`src/rtl/pll_cfg_pkg.sv`:
```
package pll_cfg_pkg;

  localparam logic [1:0] ADDR_CTRL  = 2'd0;
  localparam logic [1:0] ADDR_MAIN  = 2'd1;
  localparam logic [1:0] ADDR_AUDIO = 2'd2;

  localparam int CTRL_MAIN_BIT  = 0;
  localparam int CTRL_AUDIO_BIT = 1;
  localparam int CTRL_ERR_BIT   = 8;
  localparam int N_LSB          = 8;
  localparam int P_LSB          = 18;
  localparam int Q_LSB          = 24;
  localparam int R_LSB          = 28;

  typedef enum logic [1:0] {
    CLK_INT = 2'd0,
    CLK_EXT = 2'd1,
    CLK_PLL = 2'd2
  } sysclk_e;

  typedef struct packed {
    logic loadShared;
    logic loadMain;
    logic loadAudio;
    logic loadEnables;
    logic forceOff;
    logic setErr;
    logic clrErr;
  } strobe_t;

endpackage

```
`src/rtl/pll_cfg_ctrl.sv`:
```
module pll_cfg_ctrl
  import pll_cfg_pkg::*;
(
  input  logic       regWrEn,
  input  logic [1:0] regAddr,
  input  logic       errClrBit,
  input  logic       mainOn,
  input  logic       audioOn,
  input  logic       srcExt,
  input  logic       lowPowerEntry,
  input  logic       oscFail,
  input  logic [1:0] sysClkSrc,
  output strobe_t    stb
);

  logic wrCtrl, wrMain, wrAudio;
  logic extDrivesSys;
  logic anyOn;

  always_comb begin
    wrCtrl  = regWrEn && (regAddr == ADDR_CTRL);
    wrMain  = regWrEn && (regAddr == ADDR_MAIN);
    wrAudio = regWrEn && (regAddr == ADDR_AUDIO);
    anyOn   = mainOn || audioOn;

    extDrivesSys = (sysClkSrc == CLK_EXT) || ((sysClkSrc == CLK_PLL) && srcExt);

    stb.forceOff    = lowPowerEntry || (oscFail && extDrivesSys);
    stb.loadEnables = wrCtrl && !stb.forceOff;
    stb.loadShared  = wrMain && !anyOn;
    stb.loadMain    = wrMain && !mainOn;
    stb.loadAudio   = wrAudio && !audioOn;
    stb.setErr      = (wrMain && anyOn) || (wrAudio && audioOn);
    stb.clrErr      = wrCtrl && errClrBit;
  end

endmodule

```
`src/rtl/pll_cfg_dp.sv`:
```
module pll_cfg_dp
  import pll_cfg_pkg::*;
#(
  parameter int M_W     = 6,
  parameter int N_W     = 9,
  parameter int P_W     = 2,
  parameter int Q_W     = 4,
  parameter int R_W     = 3,
  parameter int M_RST   = 16,
  parameter int N_RST   = 192,
  parameter int Q_RST   = 4,
  parameter int AN_RST  = 192,
  parameter int R_RST   = 2
) (
  input  logic           clk,
  input  logic           rstN,
  input  strobe_t        stb,
  input  logic [31:0]    wrData,
  output logic           srcExt,
  output logic [M_W-1:0] pllM,
  output logic           mainOn,
  output logic [N_W-1:0] mainN,
  output logic [P_W-1:0] mainP,
  output logic [Q_W-1:0] mainQ,
  output logic           audioOn,
  output logic [N_W-1:0] audioN,
  output logic [R_W-1:0] audioR,
  output logic           lockErr
);

  localparam int SRC_BIT = M_W;

  always_ff @(posedge clk) begin
    if (!rstN) begin
      srcExt <= 1'b0;
      pllM   <= M_W'(M_RST);
    end else if (stb.loadShared) begin
      srcExt <= wrData[SRC_BIT];
      pllM   <= wrData[M_W-1:0];
    end
  end

  always_ff @(posedge clk) begin
    if (!rstN) begin
      mainN <= N_W'(N_RST);
      mainP <= '0;
      mainQ <= Q_W'(Q_RST);
    end else if (stb.loadMain) begin
      mainN <= wrData[N_LSB +: N_W];
      mainP <= wrData[P_LSB +: P_W];
      mainQ <= wrData[Q_LSB +: Q_W];
    end
  end

  always_ff @(posedge clk) begin
    if (!rstN) begin
      audioN <= N_W'(AN_RST);
      audioR <= R_W'(R_RST);
    end else if (stb.loadAudio) begin
      audioN <= wrData[N_LSB +: N_W];
      audioR <= wrData[R_LSB +: R_W];
    end
  end

  always_ff @(posedge clk) begin
    if (!rstN) begin
      mainOn  <= 1'b0;
      audioOn <= 1'b0;
    end else if (stb.forceOff) begin
      mainOn  <= 1'b0;
      audioOn <= 1'b0;
    end else if (stb.loadEnables) begin
      mainOn  <= wrData[CTRL_MAIN_BIT];
      audioOn <= wrData[CTRL_AUDIO_BIT];
    end
  end

  always_ff @(posedge clk) begin
    if (!rstN)           lockErr <= 1'b0;
    else if (stb.setErr) lockErr <= 1'b1;
    else if (stb.clrErr) lockErr <= 1'b0;
  end

  assert_main_locked_R3: assert property (@(posedge clk) disable iff (!rstN)
    $past(mainOn) |-> ($stable(mainN) && $stable(mainP) && $stable(mainQ)));

  assert_shared_locked_R4: assert property (@(posedge clk) disable iff (!rstN)
    $past(mainOn || audioOn) |-> ($stable(pllM) && $stable(srcExt)));

  assert_audio_locked_R5: assert property (@(posedge clk) disable iff (!rstN)
    $past(audioOn) |-> ($stable(audioN) && $stable(audioR)));

  assert_force_off_R6: assert property (@(posedge clk) disable iff (!rstN)
    stb.forceOff |=> (!mainOn && !audioOn));

  assert_err_set_R8: assert property (@(posedge clk) disable iff (!rstN)
    stb.setErr |=> lockErr);

endmodule

```
`src/rtl/pll_cfg_regs.sv`:
```
module pll_cfg_regs
  import pll_cfg_pkg::*;
#(
  parameter int M_W = 6,
  parameter int N_W = 9,
  parameter int Q_W = 4,
  parameter int R_W = 3
) (
  input  logic           clk,
  input  logic           rstN,
  input  logic           regWrEn,
  input  logic [1:0]     regAddr,
  input  logic [31:0]    regWrData,
  output logic [31:0]    regRdData,
  input  logic           lowPowerEntry,
  input  logic           oscFail,
  input  logic [1:0]     sysClkSrc,
  output logic           pllSrcExt,
  output logic [M_W-1:0] pllM,
  output logic           mainPllOn,
  output logic [N_W-1:0] mainN,
  output logic [1:0]     mainPCode,
  output logic [Q_W-1:0] mainQ,
  output logic           audioPllOn,
  output logic [N_W-1:0] audioN,
  output logic [R_W-1:0] audioR
);

  strobe_t stb;
  logic    lockErr;

  pll_cfg_ctrl u_ctrl (
    .regWrEn       (regWrEn),
    .regAddr       (regAddr),
    .errClrBit     (regWrData[CTRL_ERR_BIT]),
    .mainOn        (mainPllOn),
    .audioOn       (audioPllOn),
    .srcExt        (pllSrcExt),
    .lowPowerEntry (lowPowerEntry),
    .oscFail       (oscFail),
    .sysClkSrc     (sysClkSrc),
    .stb           (stb)
  );

  pll_cfg_dp #(
    .M_W (M_W), .N_W (N_W), .P_W (2), .Q_W (Q_W), .R_W (R_W)
  ) u_dp (
    .clk     (clk),
    .rstN    (rstN),
    .stb     (stb),
    .wrData  (regWrData),
    .srcExt  (pllSrcExt),
    .pllM    (pllM),
    .mainOn  (mainPllOn),
    .mainN   (mainN),
    .mainP   (mainPCode),
    .mainQ   (mainQ),
    .audioOn (audioPllOn),
    .audioN  (audioN),
    .audioR  (audioR),
    .lockErr (lockErr)
  );

  always_comb begin
    regRdData = '0;
    case (regAddr)
      ADDR_CTRL: begin
        regRdData[CTRL_MAIN_BIT]  = mainPllOn;
        regRdData[CTRL_AUDIO_BIT] = audioPllOn;
        regRdData[CTRL_ERR_BIT]   = lockErr;
      end
      ADDR_MAIN: begin
        regRdData[M_W-1:0]      = pllM;
        regRdData[M_W]          = pllSrcExt;
        regRdData[N_LSB +: N_W] = mainN;
        regRdData[P_LSB +: 2]   = mainPCode;
        regRdData[Q_LSB +: Q_W] = mainQ;
      end
      ADDR_AUDIO: begin
        regRdData[N_LSB +: N_W] = audioN;
        regRdData[R_LSB +: R_W] = audioR;
      end
      default: regRdData = '0;
    endcase
  end

  assert_lowpower_off_R6: assert property (@(posedge clk) disable iff (!rstN)
    lowPowerEntry |=> (!mainPllOn && !audioPllOn));

  assert_osc_fail_off_R7: assert property (@(posedge clk) disable iff (!rstN)
    (oscFail && sysClkSrc == CLK_EXT) |=> (!mainPllOn && !audioPllOn));

  assert_int_clk_keeps_R7: assert property (@(posedge clk) disable iff (!rstN)
    (oscFail && !lowPowerEntry && sysClkSrc == CLK_INT && !regWrEn)
      |=> ($stable(mainPllOn) && $stable(audioPllOn)));

endmodule

```
`config.mk`:
```
export PLATFORM = sky130hd
export DESIGN_NAME = pll_cfg_regs
export DESIGN_NICKNAME = d
export VERILOG_FILES = /design/src/rtl/pll_cfg_pkg.sv /design/src/rtl/pll_cfg_ctrl.sv /design/src/rtl/pll_cfg_dp.sv /design/src/rtl/pll_cfg_regs.sv
export SDC_FILE = /design/constraint.sdc
export NUM_CORES = 1
export LEC_CHECK = 0
export BUFFER_PORTS_ARGS = -buffer_cell sky130_fd_sc_hd__buf_2
export CORE_MARGIN = 4
export CORE_UTILIZATION = 23
export CTS_CLUSTER_DIAMETER = 30
export DETAILED_ROUTE_END_ITERATION = 16
export HOLD_SLACK_MARGIN = 0.02
export SYNTH_ARGS = -nofsm -noshare
export SYNTH_HDL_FRONTEND = slang
export SYNTH_SLANG_ARGS = --single-unit
export TNS_END_PERCENT = 5
```
`constraint.sdc`:
```
create_clock -name clk -period 1.35 [get_ports clk]
set_clock_uncertainty 0.1 [all_clocks]
set_input_delay 0.0675 -clock clk [delete_from_list [all_inputs] [get_ports clk]]
set_output_delay 0.0675 -clock clk [all_outputs]
set_load 0.02 [all_outputs]
```
-- Word level (Yosys, flattened, before mapping)
Cells that the tools add are included.
- equal/unequal tests: 4
- muxes and demuxes: 9
- bitwise logic cells: 1
- reductions and logical operators: 23
- operators by type and width (kind ; number):
    one-hot mux 8 bit (2 select lines) ; 1
    logical AND 1 bit ; 12
    2-to-1 mux 5 bit ; 1
    == test 2 x 1 -> 1 bit, second input constant ; 2
    == test 2 bit, second input constant ; 2
    zero test 1 bit ; 4
    logical OR 1 bit ; 4
    2-to-1 mux 4 bit ; 1
    one-hot mux 2 bit (2 select lines) ; 1
    2-to-1 mux 3 bit ; 1
    one-hot mux 1 bit (3 select lines) ; 1
    zero test 2 bit ; 1
    2-to-1 mux 1 bit ; 2
    2-to-1 mux 2 bit ; 1
    nonzero test 2 bit ; 1
    OR reduction 2 bit ; 1
    inverter 1 bit ; 1
- register bits: 37
- input port bits: 41

-- Longest topological paths before layout
Gate-level depths: netlist (run 1).
- depth in word-level cells: 7
- depth in mapped cells: 8

-- Modules after synthesis
Synthesis (run 1) repeated with hierarchy kept, for this count alone.
- cells, all modules: 185
- area total of the unflattened synthesis: 1869.3 um^2
- by module, submodules not included (module ; times used ; cells each ; area an instance (um^2) ; seq. area each (um^2)):
    pll_cfg_dp ; 1 ; 119 ; 1386.3 ; 740.7
    pll_cfg_regs ; 1 ; 51 ; 370.4 ; 0.0
    pll_cfg_ctrl ; 1 ; 15 ; 112.6 ; 0.0

-- Worst setup path before layout (run 1)
OpenSTA, ideal clock, no wires.
- path kind: register to register
- start point: register u_dp.mainOn
- end point: register u_dp.mainN[6]
- setup time: 0.135 ns
- arrival: 1.080 ns
- data required time: 1.115 ns
- path slack: 0.035 ns
- cell stages (with the launch flop): 6
- path through: dfxtp_1 and3b_2 buf_6 buf_6 nand2_1 nand3_1
- word-level cells in the longest chain between the ends: 2
- RTL lines (item ; RTL line ; RTL):
    from (decl) ; pll_cfg_dp.sv:21 ; output logic mainOn,
    from (signal assigned) ; pll_cfg_dp.sv:73 ; mainOn <= wrData[CTRL_MAIN_BIT];
    zero test 1 bit ; pll_cfg_ctrl.sv:31 ; stb.loadMain = wrMain && !mainOn;
    logical AND 1 bit ; pll_cfg_ctrl.sv:31 ;
    to (signal assigned) ; pll_cfg_dp.sv:45 ; mainN <= N_W'(N_RST);
    to (signal assigned) ; pll_cfg_dp.sv:49 ; mainN <= wrData[N_LSB +: N_W];
    to (decl) ; pll_cfg_dp.sv:22 ; output logic [N_W-1:0] mainN,
No other way between the ends.
A chain may end at the register's enable or synchronous reset.

-- Worst setup path in the final report (run 1)
- start point: register u_dp.lockErr
- end point: output regRdData[8]
- word-level cells in the longest chain between the ends: 1
- RTL lines (item ; RTL line ; RTL):
    from (decl) ; pll_cfg_dp.sv:28 ; output logic lockErr
    from (signal assigned) ; pll_cfg_dp.sv:79 ; if (!rstN) lockErr <= 1'b0;
    from (signal assigned) ; pll_cfg_dp.sv:80 ; else if (stb.setErr) lockErr <= 1'b1;
    from (signal assigned) ; pll_cfg_dp.sv:81 ; else if (stb.clrErr) lockErr <= 1'b0;
    one-hot mux 1 bit (3 select lines) ; pll_cfg_regs.sv:66 ; case (regAddr)
    to (decl) ; pll_cfg_regs.sv:14 ; output logic [31:0] regRdData,
No other way between the ends.

==> reports/metrics.cfg, run 1 <==
[timing]
max_freq_ghz = 0.7559
rsz0062_at_grt = yes
slew_violations = 0
setup_slack_ns = 0.02712
finalSetupViolations = 0
finalHoldViolations = 0
finalCriticalPeriod_ns = 1.323
tns_ns = 0
finalCritPeriodShare_pct = 97.99

[route]
drtIter0Drc = 67
final_antenna_net_count = 0
drt-total-wl_microns = 6089
viasPerCell = 4.257
drc_errors = 0
firstDrtPassIters = 6
wl_per_cell_microns = 13.59
num_vias = 1907

[cells_and_area]
areaGrowthSynthToFinish_pct = 57.87
fin_nets = 390
layout_common_cells = buf_2 (92), nand2_1 (58), dfxtp_1 (36)
drive_gt1_share_pct = 38.44
stdcell_area_sq_um = 2912
layout_commonest_cell = buf_2
antennaDiodeCount = 0

[worst_setup_path]
end_kind = output port
startpoint_type = register
required_ns = 1.18
crit_fanout = 2
path_class = reg2out
cp.arrival_ns = 1.16

[pwr]
peakVddDrop_v = 0.0004267
p_switching_uw = 686.5
p_seq_share_pct = 47.5
internal_power_mw = 1.745
pwr-share-comb_pct = 21.4
swShare_pct = 28.23
power_density_nw_per_um2 = 835.2
p_clk_share_pct = 31.0
leakagePower_nw = 1.324
power_mw = 2.432

[global_route]
grt_max_degree = 20
antenna_found_initial = 0
groute.usage.overall_pct = 12.76
grt-ovfl-total = 0
grt_first_pass_wirelength_microns = 9846
grt_pass1_vias = 1976

[min_path]
hold_path_class = in2reg

[clock_network]
numCtsBuffers = 5
cts_tree = built
h-tree-depth = 2
post_cts_buffers = 0
clk_pin_slew_worst_paths_ns = 0.07
cts_root_buf = clkbuf_8
cts_max_path_buffers = 2
cts.sinks = 37
clock_latency_ns = 0.28

[logic_synthesis]
yosys_register_bits = 37
synth_cell_types = 26
postSynthCellCount = 215
syn_area_sq_um = 1844
ys_warn_count = 0
ys_seq_area_share_pct = 40.16
syn_area_per_cell_sq_um = 8.578

[die]
initial_core_util_pct = 23.74
io_pins = 109
die_area_sq_um = 9515
coreArea_sq_um = 7767
die_x_microns = 97.55
die_h_microns = 97.55
row_count = 32

[placement]
hpwlAfterDp_microns = 4350
place_area_sq_um = 2519
portBuffers = 94
detailedPlace.worstSlack_ns = -0.08769
gp_congestion = 0.7485

[run]
cap_violations = 0

[status]
status = complete, no violations

-- cells by family after synthesis --
logic type / synth area share (%)
AND/OR/NAND/NOR: 28.22
AO/OA/AOI/OAI: 16.28
flip-flops: 40.16
buffers and inverters: 8.616
multiplexers: 3.799
adder cells (fa/ha/maj): 2.714
other: 0.2033
-- cells in the mapped netlist (all sizes together) --
library cell,count,area [sq um]
a21boi,21,183.9
a21oi,3,15.01
a222oi,1,10.01
a22o,2,17.52
a22oi,8,60.06
and2,15,93.84
and3b,2,20.02
and4bb,1,12.51
buf,17,132.6
clkbuf,5,18.77
conb,1,3.750
dfxtp,37,740.7
ha,4,50.05
inv,2,7.510
mux2i,7,70.07
nand2,58,217.7
nand3,9,45.04
nand3b,3,22.52
nand4b,2,17.52
nor2,1,3.750
nor2b,14,87.58
o21ai,1,5.000
o2bb2ai,1,8.760
-- critical path, cell delays in order (launching register included) --
cell      delay (ns)
dfxtp_1         0.32
a222oi_1        0.32
nor2_1          0.07
buf_2           0.16
-- final timing paths --
kind | from | to | slack (ns) | depth (start not counted)
max reg2reg | u_dp.mainOn$_SDFFE_PP0P_ | u_dp.pllM[4]$_SDFFE_PN1P_ | 0.08 | 4
max | u_dp.lockErr$_SDFFE_PN0P_ | regRdData[8] | 0.03 | 3
min | regWrEn | u_dp.audioOn$_SDFFE_PP0P_ | 0.03 | 3
min reg2reg | u_dp.mainN[0]$_SDFFE_PN0P_ | u_dp.mainN[0]$_SDFFE_PN0P_ | 0.37 | 2
-- per-stage QoR --
stage | util, % | instances | hold slack (ns)
2_1_floorplan | - | 221 | 0.09147
3_3_place_gp | 32.43 | 414 | 0.1782
3_5_place_dp | 32.43 | 414 | 0.1864
4_1_cts | 36.94 | 448 | 0.02443
5_1_grt | 37.48 | 448 | 0.03441
6_report | 37.48 | 448 | 0.02958
-- power by group through the flow --
| stage | Clock (mW) | Combinational, mW | Sequential [mW] |
|---|---|---|---|
| global route | 0.819 | 0.568 | 1.16 |
| floorplan | 0 | 0.219 | 1.22 |
| finish | 0.755 | 0.521 | 1.16 |
| CTS | 0.785 | 0.512 | 1.16 |
| detailed placement | 0 | 0.450 | 1.18 |
| global placement | 0 | 0.444 | 1.18 |
-- layer usage --
layer,routed length [microns],up-vias,GRT usage (%)
met1,2649,888,14.94
li1,-,955,-
met2,3023,56,22.51
met5,0,-,0
met4,65,0,3.514
met3,350,8,3.805
-- state kept, by name (all words and copies together) (netlist names) --
register      flops
u_dp.pllM         6
u_dp.audioOn      1
u_dp.mainP        2
u_dp.lockErr      1
u_dp.mainQ        4
u_dp.audioN       9
u_dp.srcExt       1
u_dp.mainN        9
u_dp.mainOn       1
u_dp.audioR       3
-- timing repair --
item	CTS	global route
setup endpoints to repair	8	15
pin swaps	0	1
hold endpoints to repair	36	0
resized for setup	3	10
hold buffers	26	0
-- final cells by class --
type                    count  area [sq um]
multi-input cells         160          1010
flip-flops and latches     37         742.0
well taps                 102         127.6
inverters                   2         7.507
repair buffers            139         944.7
fillers                   831          4856
clock buffers               8         80.08
No activity file was read; power rests on OpenSTA's default activity.
==> run 2: changes to the inputs <==
Settings changed: BUFFER_PORTS_ARGS -buffer_cell sky130_fd_sc_hd__buf_2 to not set, DONT_BUFFER_PORTS set to 1.
==> run 2 against run 1 <==
Against the previous run:
- the run now ends with setup timing left
- clock power up 2%
- global-route usage down 0.53 points
- fmax down 2.6%
- sequential power about the same
- sequential share of layout area up 3.4 points
- first-iteration DRC count down 31%
- final area down 11%
- worst setup slack worse by 0.035 ns
- hold slack better by 0.015 ns
- flip-flop and latch count unchanged
==> reports/metrics.cfg, run 2 (synthesized netlist as in run 1, its figures left out) <==
[status]
status = finished with violations
violations = setup timing

[min_path]
hold_start = sysClkSrc[1]
hold_path_class = in2reg

[pwr]
peakVddDrop_v = 0.0003727  ; -13%
power_mw = 2.368  ; -2.6%
leakagePower_nw = 1.014  ; -23%
p_seq_share_pct = 49.7  ; +2.2 points
p_clk_share_pct = 32.6  ; +1.6 points
internal_power_mw = 1.729  ; -0.92%
pwr-share-comb_pct = 17.6  ; -3.8 points
p_switching_uw = 638.9  ; -6.9%
swShare_pct = 26.98  ; -1.3 points
power_density_nw_per_um2 = 918.7  ; +10%

[run]
cap_violations = 0  ; unchanged

[die]
die_area_sq_um = 9515  ; unchanged
die_h_microns = 97.55  ; unchanged
die_x_microns = 97.55  ; unchanged
coreArea_sq_um = 7767  ; unchanged
initial_core_util_pct = 23.74  ; unchanged
io_pins = 109  ; unchanged
row_count = 32  ; unchanged

[cells_and_area]
areaGrowthSynthToFinish_pct = 39.76
layout_common_cells = nand2_1 (58), buf_4 (39), dfxtp_1 (35)
multi_input_area_sq_um = 969.7  ; -4.0%
stdcell_area_sq_um = 2577  ; -11%
seq_area_sq_um = 743.2  ; +0.17%
fin_nets = 323  ; -17%
reg.largest.list = u_dp.audioN: 9 flops, u_dp.mainN: 9 flops, u_dp.pllM: 6 flops
drive_gt1_share_pct = 21.22  ; -17 points
layout_commonest_cell = nand2_1
antennaDiodeCount = 0  ; unchanged
nFillCells = 831  ; unchanged

[route]
drc_errors = 0  ; unchanged
num_vias = 1661  ; -13%
final_antenna_net_count = 0  ; unchanged
firstDrtPassIters = 4  ; -2
wl_per_cell_microns = 15.24  ; +12%
drt-total-wl_microns = 5793  ; -4.9%
drtIter0Drc = 46  ; -31%
viasPerCell = 4.371  ; +2.7%

[clock_network]
cts_max_path_buffers = 2  ; unchanged
clk_pin_slew_worst_paths_ns = 0.07  ; about the same
post_cts_buffers = 0  ; unchanged
cts.sinks = 37  ; unchanged
clock_latency_ns = 0.28  ; about the same
cts_tree = built
numCtsBuffers = 5  ; unchanged
h-tree-depth = 2  ; unchanged
cts_root_buf = clkbuf_8

[global_route]
antenna_found_initial = 0  ; unchanged
grt_max_degree = 37  ; +85%
grt-ovfl-total = 0  ; unchanged
grt_pass1_vias = 1706  ; -14%
groute.usage.overall_pct = 12.24  ; -0.53 points
grt_first_pass_wirelength_microns = 9308  ; -5.5%

[timing]
rsz0062_at_grt = yes
finalCriticalPeriod_ns = 1.358  ; +0.03486 ns
setup_slack_ns = -0.007732  ; -0.03486 ns
max_freq_ghz = 0.7365  ; -2.6%
slew_violations = 0  ; unchanged
finalHoldViolations = 0  ; unchanged
finalCritPeriodShare_pct = 100.6  ; +2.6 points
finalSetupViolations = 1  ; +1

[worst_setup_path]
cp.arrival_ns = 1.19  ; +0.03 ns
end_kind = output port
startpoint_type = register
critPathLaunch = u_dp.lockErr$_SDFFE_PN0P_
path_class = reg2out
crit_fanout = 2  ; unchanged
reg2reg_from = u_dp.mainOn$_SDFFE_PP0P_
required_ns = 1.18  ; about the same

[placement]
hpwlAfterDp_microns = 4027  ; -7.4%
portBuffers = 0  ; -100%
place_area_sq_um = 2156  ; -14%
detailedPlace.worstSlack_ns = 0.02932  ; +0.1170 ns
gp_congestion = 0.6931  ; -7.4%

-- run 2: changes by cell type in the layout (fill, tap and decap cells not counted), sizes merged --
cell         delta
buf            -72
clkbuf          -1
dlygate4sd3     +5
-- run 2: cell type report --
cell class	count	share of cell area, %
Inverter	2	0.2913
Multi-Input combinational cell	160	37.62
Timing Repair Buffer	72	24.95
Tap cell	102	4.951
Sequential cell	37	28.83
Clock buffer	7	3.350
-- run 2: final timing paths --
check / cells after the start / end / slack, ns
min: 3 / u_dp.mainOn$_SDFFE_PP0P_ / 0.04
min reg2reg: 2 / u_dp.audioN[2]$_SDFFE_PN0P_ / 0.38
max reg2reg: 4 / u_dp.pllM[3]$_SDFFE_PN0P_ / 0.09
max: 3 / regRdData[8] / -0.008
-- run 2: what timing repair did --
| action | CTS | global route |
|---|---|---|
| endpoints found under the hold margin | 37 | 0 |
| resized for setup | 1 | 2 |
| hold buffers | 32 | 0 |
| setup endpoints to repair | 1 | 2 |
-- run 2: worst max-delay path: stages, from the launching register on --
cell and delay (ns):
dfxtp_2 0.33, a222oi_1 0.35, nor2_1 0.07, buf_4 0.16
-- run 2: metrics by stage --
stage / cells / utilization (%) / setup TNS (ns) / hold WS, ns
finish: 380 / 33.18 / -0.007732 / 0.04410
global route: 380 / 33.18 / -0.1329 / 0.03959
CTS: 380 / 33.13 / 0 / 0.04169
detailed placement: 341 / 27.75 / 0 / 0.04386
global placement: 341 / 27.75 / 0 / 0.03939
floorplan: 221 / - / 0 / 0.09147
-- run 2: power groups by stage --
| stage | Sequential [mW] | Clock (mW) | Combinational (mW) |
|---|---|---|---|
| final | 1.18 | 0.773 | 0.418 |
| after global routing | 1.18 | 0.881 | 0.459 |
| after CTS | 1.18 | 0.824 | 0.423 |
| after detailed placement | 1.20 | 0 | 0.321 |
| after global placement | 1.20 | 0 | 0.318 |
| after floorplan | 1.22 | 0 | 0.219 |
-- run 2: routing by layer --
layer / up-vias / routed length [microns] / GRT usage (%)
met5: - / 0 / 0
met4: 0 / 34 / 2.556
met3: 5 / 374 / 3.733
met2: 54 / 2987 / 21.82
met1: 779 / 2397 / 14.40
li1: 823 / - / -
==> run 3: changes to the inputs <==
Settings changed: CORE_MARGIN 4 to 5, CTS_BUF_LIST set to sky130_fd_sc_hd__clkbuf_4 sky130_fd_sc_hd__clkbuf_8.
==> run 3 against run 2 <==
Against the previous run:
- the run now ends clean
- cell count stayed put
- register-to-register slack barely moved
- critical path depth stayed put
==> reports/metrics.cfg, run 3 (synthesized netlist as in run 1, its figures left out) <==
[clock_network]
numCtsBuffers = 5  ; unchanged
clk_pin_slew_worst_paths_ns = 0.08  ; about the same
cts_max_path_buffers = 2  ; unchanged
cts_root_buf = clkbuf_8
clock_latency_ns = 0.28  ; about the same
cts.sinks = 37  ; unchanged
cts_tree = built
post_cts_buffers = 0  ; unchanged
h-tree-depth = 2  ; unchanged

[min_path]
hold_path_class = in2reg

[cells_and_area]
reg.largest.list = u_dp.audioN: 9 flops, u_dp.mainN: 9 flops, u_dp.pllM: 6 flops
drive_gt1_share_pct = 22.30  ; +1.1 points
antennaDiodeCount = 0  ; unchanged
areaGrowthSynthToFinish_pct = 41.59
layoutNonFillerInstCount = 380  ; unchanged
layout_commonest_cell = nand2_1
final_util_pct = 33.62  ; +0.43 points
layout_common_cells = nand2_1 (58), buf_4 (36), dfxtp_1 (32)
fin_nets = 322  ; -0.31%

[die]
die_h_microns = 99.55  ; +2.1%
die_x_microns = 99.55  ; +2.1%
die_area_sq_um = 9909  ; +4.1%
io_pins = 109  ; unchanged
initial_core_util_pct = 23.74  ; unchanged
row_count = 32  ; unchanged
coreArea_sq_um = 7767  ; unchanged

[worst_setup_path]
path_cells = a222oi_1 > nor2_1 > buf_4
startpoint_type = register
path_class = reg2out
required_ns = 1.18  ; about the same
crit_fanout = 2  ; unchanged
cp_num_buf_inv = 1  ; unchanged
end_kind = output port
cp_slowest_cell = dfxtp_2
cp.arrival_ns = 1.18  ; about the same
cp_top_family = flip-flops
max_stage_delay_ns = 0.33  ; -0.02 ns

[route]
wl_per_cell_microns = 15.79  ; +3.6%
num_vias = 1689  ; +1.7%
drc_errors = 0  ; unchanged
firstDrtPassIters = 4  ; unchanged
final_antenna_net_count = 0  ; unchanged
drtIter0Drc = 59  ; +28%
viasPerCell = 4.445  ; +1.7%
drt-total-wl_microns = 6000  ; +3.6%

[timing]
finalCritPeriodShare_pct = 99.87  ; -0.71 points
finalSetupViolations = 0  ; -1
rsz0062_at_grt = yes
slew_violations = 0  ; unchanged
setup_slack_ns = 0.001806  ; +0.009538 ns
max_freq_ghz = 0.7417  ; +0.71%
fin_hold_ws_ns = 0.03085  ; -0.01325 ns
finalCriticalPeriod_ns = 1.348  ; -0.009538 ns
finalHoldViolations = 0  ; unchanged

[global_route]
grt_first_pass_wirelength_microns = 9315  ; about the same
grt_pass1_vias = 1776  ; +4.1%
grt_max_degree = 37  ; unchanged
antenna_found_initial = 0  ; unchanged
grt-ovfl-total = 0  ; unchanged
groute.usage.overall_pct = 11.97  ; -0.26 points

[pwr]
power_density_nw_per_um2 = 949.4  ; +3.3%
peakVddDrop_v = 0.0003968  ; +6.5%
leakagePower_nw = 1.031  ; +1.6%

[run]
cap_violations = 0  ; unchanged

[placement]
place_inst = 340  ; -0.29%
gp_congestion = 0.7457  ; +7.6%
detailedPlace.worstSlack_ns = 0.04167  ; +0.01236 ns
hpwlAfterDp_microns = 4125  ; +2.4%
portBuffers = 0  ; unchanged

[status]
status = complete, no violations

[run 3: metal layers]
layer	vias to the layer above	track usage (%)	wire, microns
met4	0	3.046	48
li1	825	-	-
met2	56	21.38	3094
met3	5	4.137	488
met1	803	13.58	2369
met5	-	0	0
[run 3: worst register-to-register path: cells and delay by family, from the launching register on]
| kind | cells | cell delay [ns] |
|---|---|---|
| flip-flops | 1 | 0.34 |
| buffers and inverters | 1 | 0.14 |
| multiplexers | 1 | 0.20 |
| AND/OR/NAND/NOR | 2 | 0.38 |
[run 3: what timing repair did]
action                     4_1_cts  5_1_grt
setup endpoints to repair        2        7
hold buffers                    32        0
resized for setup                2        3
hold endpoints to repair        37        0
[run 3: final timing paths]
kind,from,depth (start not counted),slack (ns),to
hold reg to reg,u_dp.audioN[5]$_SDFFE_PN0P_,2,0.39,u_dp.audioN[5]$_SDFFE_PN0P_
setup / recovery,u_dp.lockErr$_SDFFE_PN0P_,3,0.002,regRdData[8]
hold / removal,sysClkSrc[1],3,0.03,u_dp.mainOn$_SDFFE_PP0P_
setup reg to reg,u_dp.mainOn$_SDFFE_PP0P_,4,0.08,u_dp.pllM[5]$_SDFFE_PN0P_
[run 3: cell type report]
cell class                 count  area (sq um)
sequential                    37         747.0
clock buffer                   7         96.34
clock inverter                 1         5.005
inverter                       2         7.507
timing repair buffer          71         660.6
multi-input combinational    160         967.2
tap                          102         127.6
fill                         840          5156
[run 3: per-stage QoR]
step	TNS [ns]	area [sq um]	total power, mW
final	0	2611	2.479
after global routing	-0.08313	2611	2.613
after floorplan	0	1867	1.444
after detailed placement	0	2173	1.535
after global placement	0	2173	1.530
after CTS	0	2608	2.537
[run 3: report_power, final]
group	internal, mW	switching (mW)	total [mW]
sequential	1.13	0.0472	1.18
combinational	0.203	0.230	0.432
clock	0.462	0.408	0.870
total	1.79	0.685	2.48
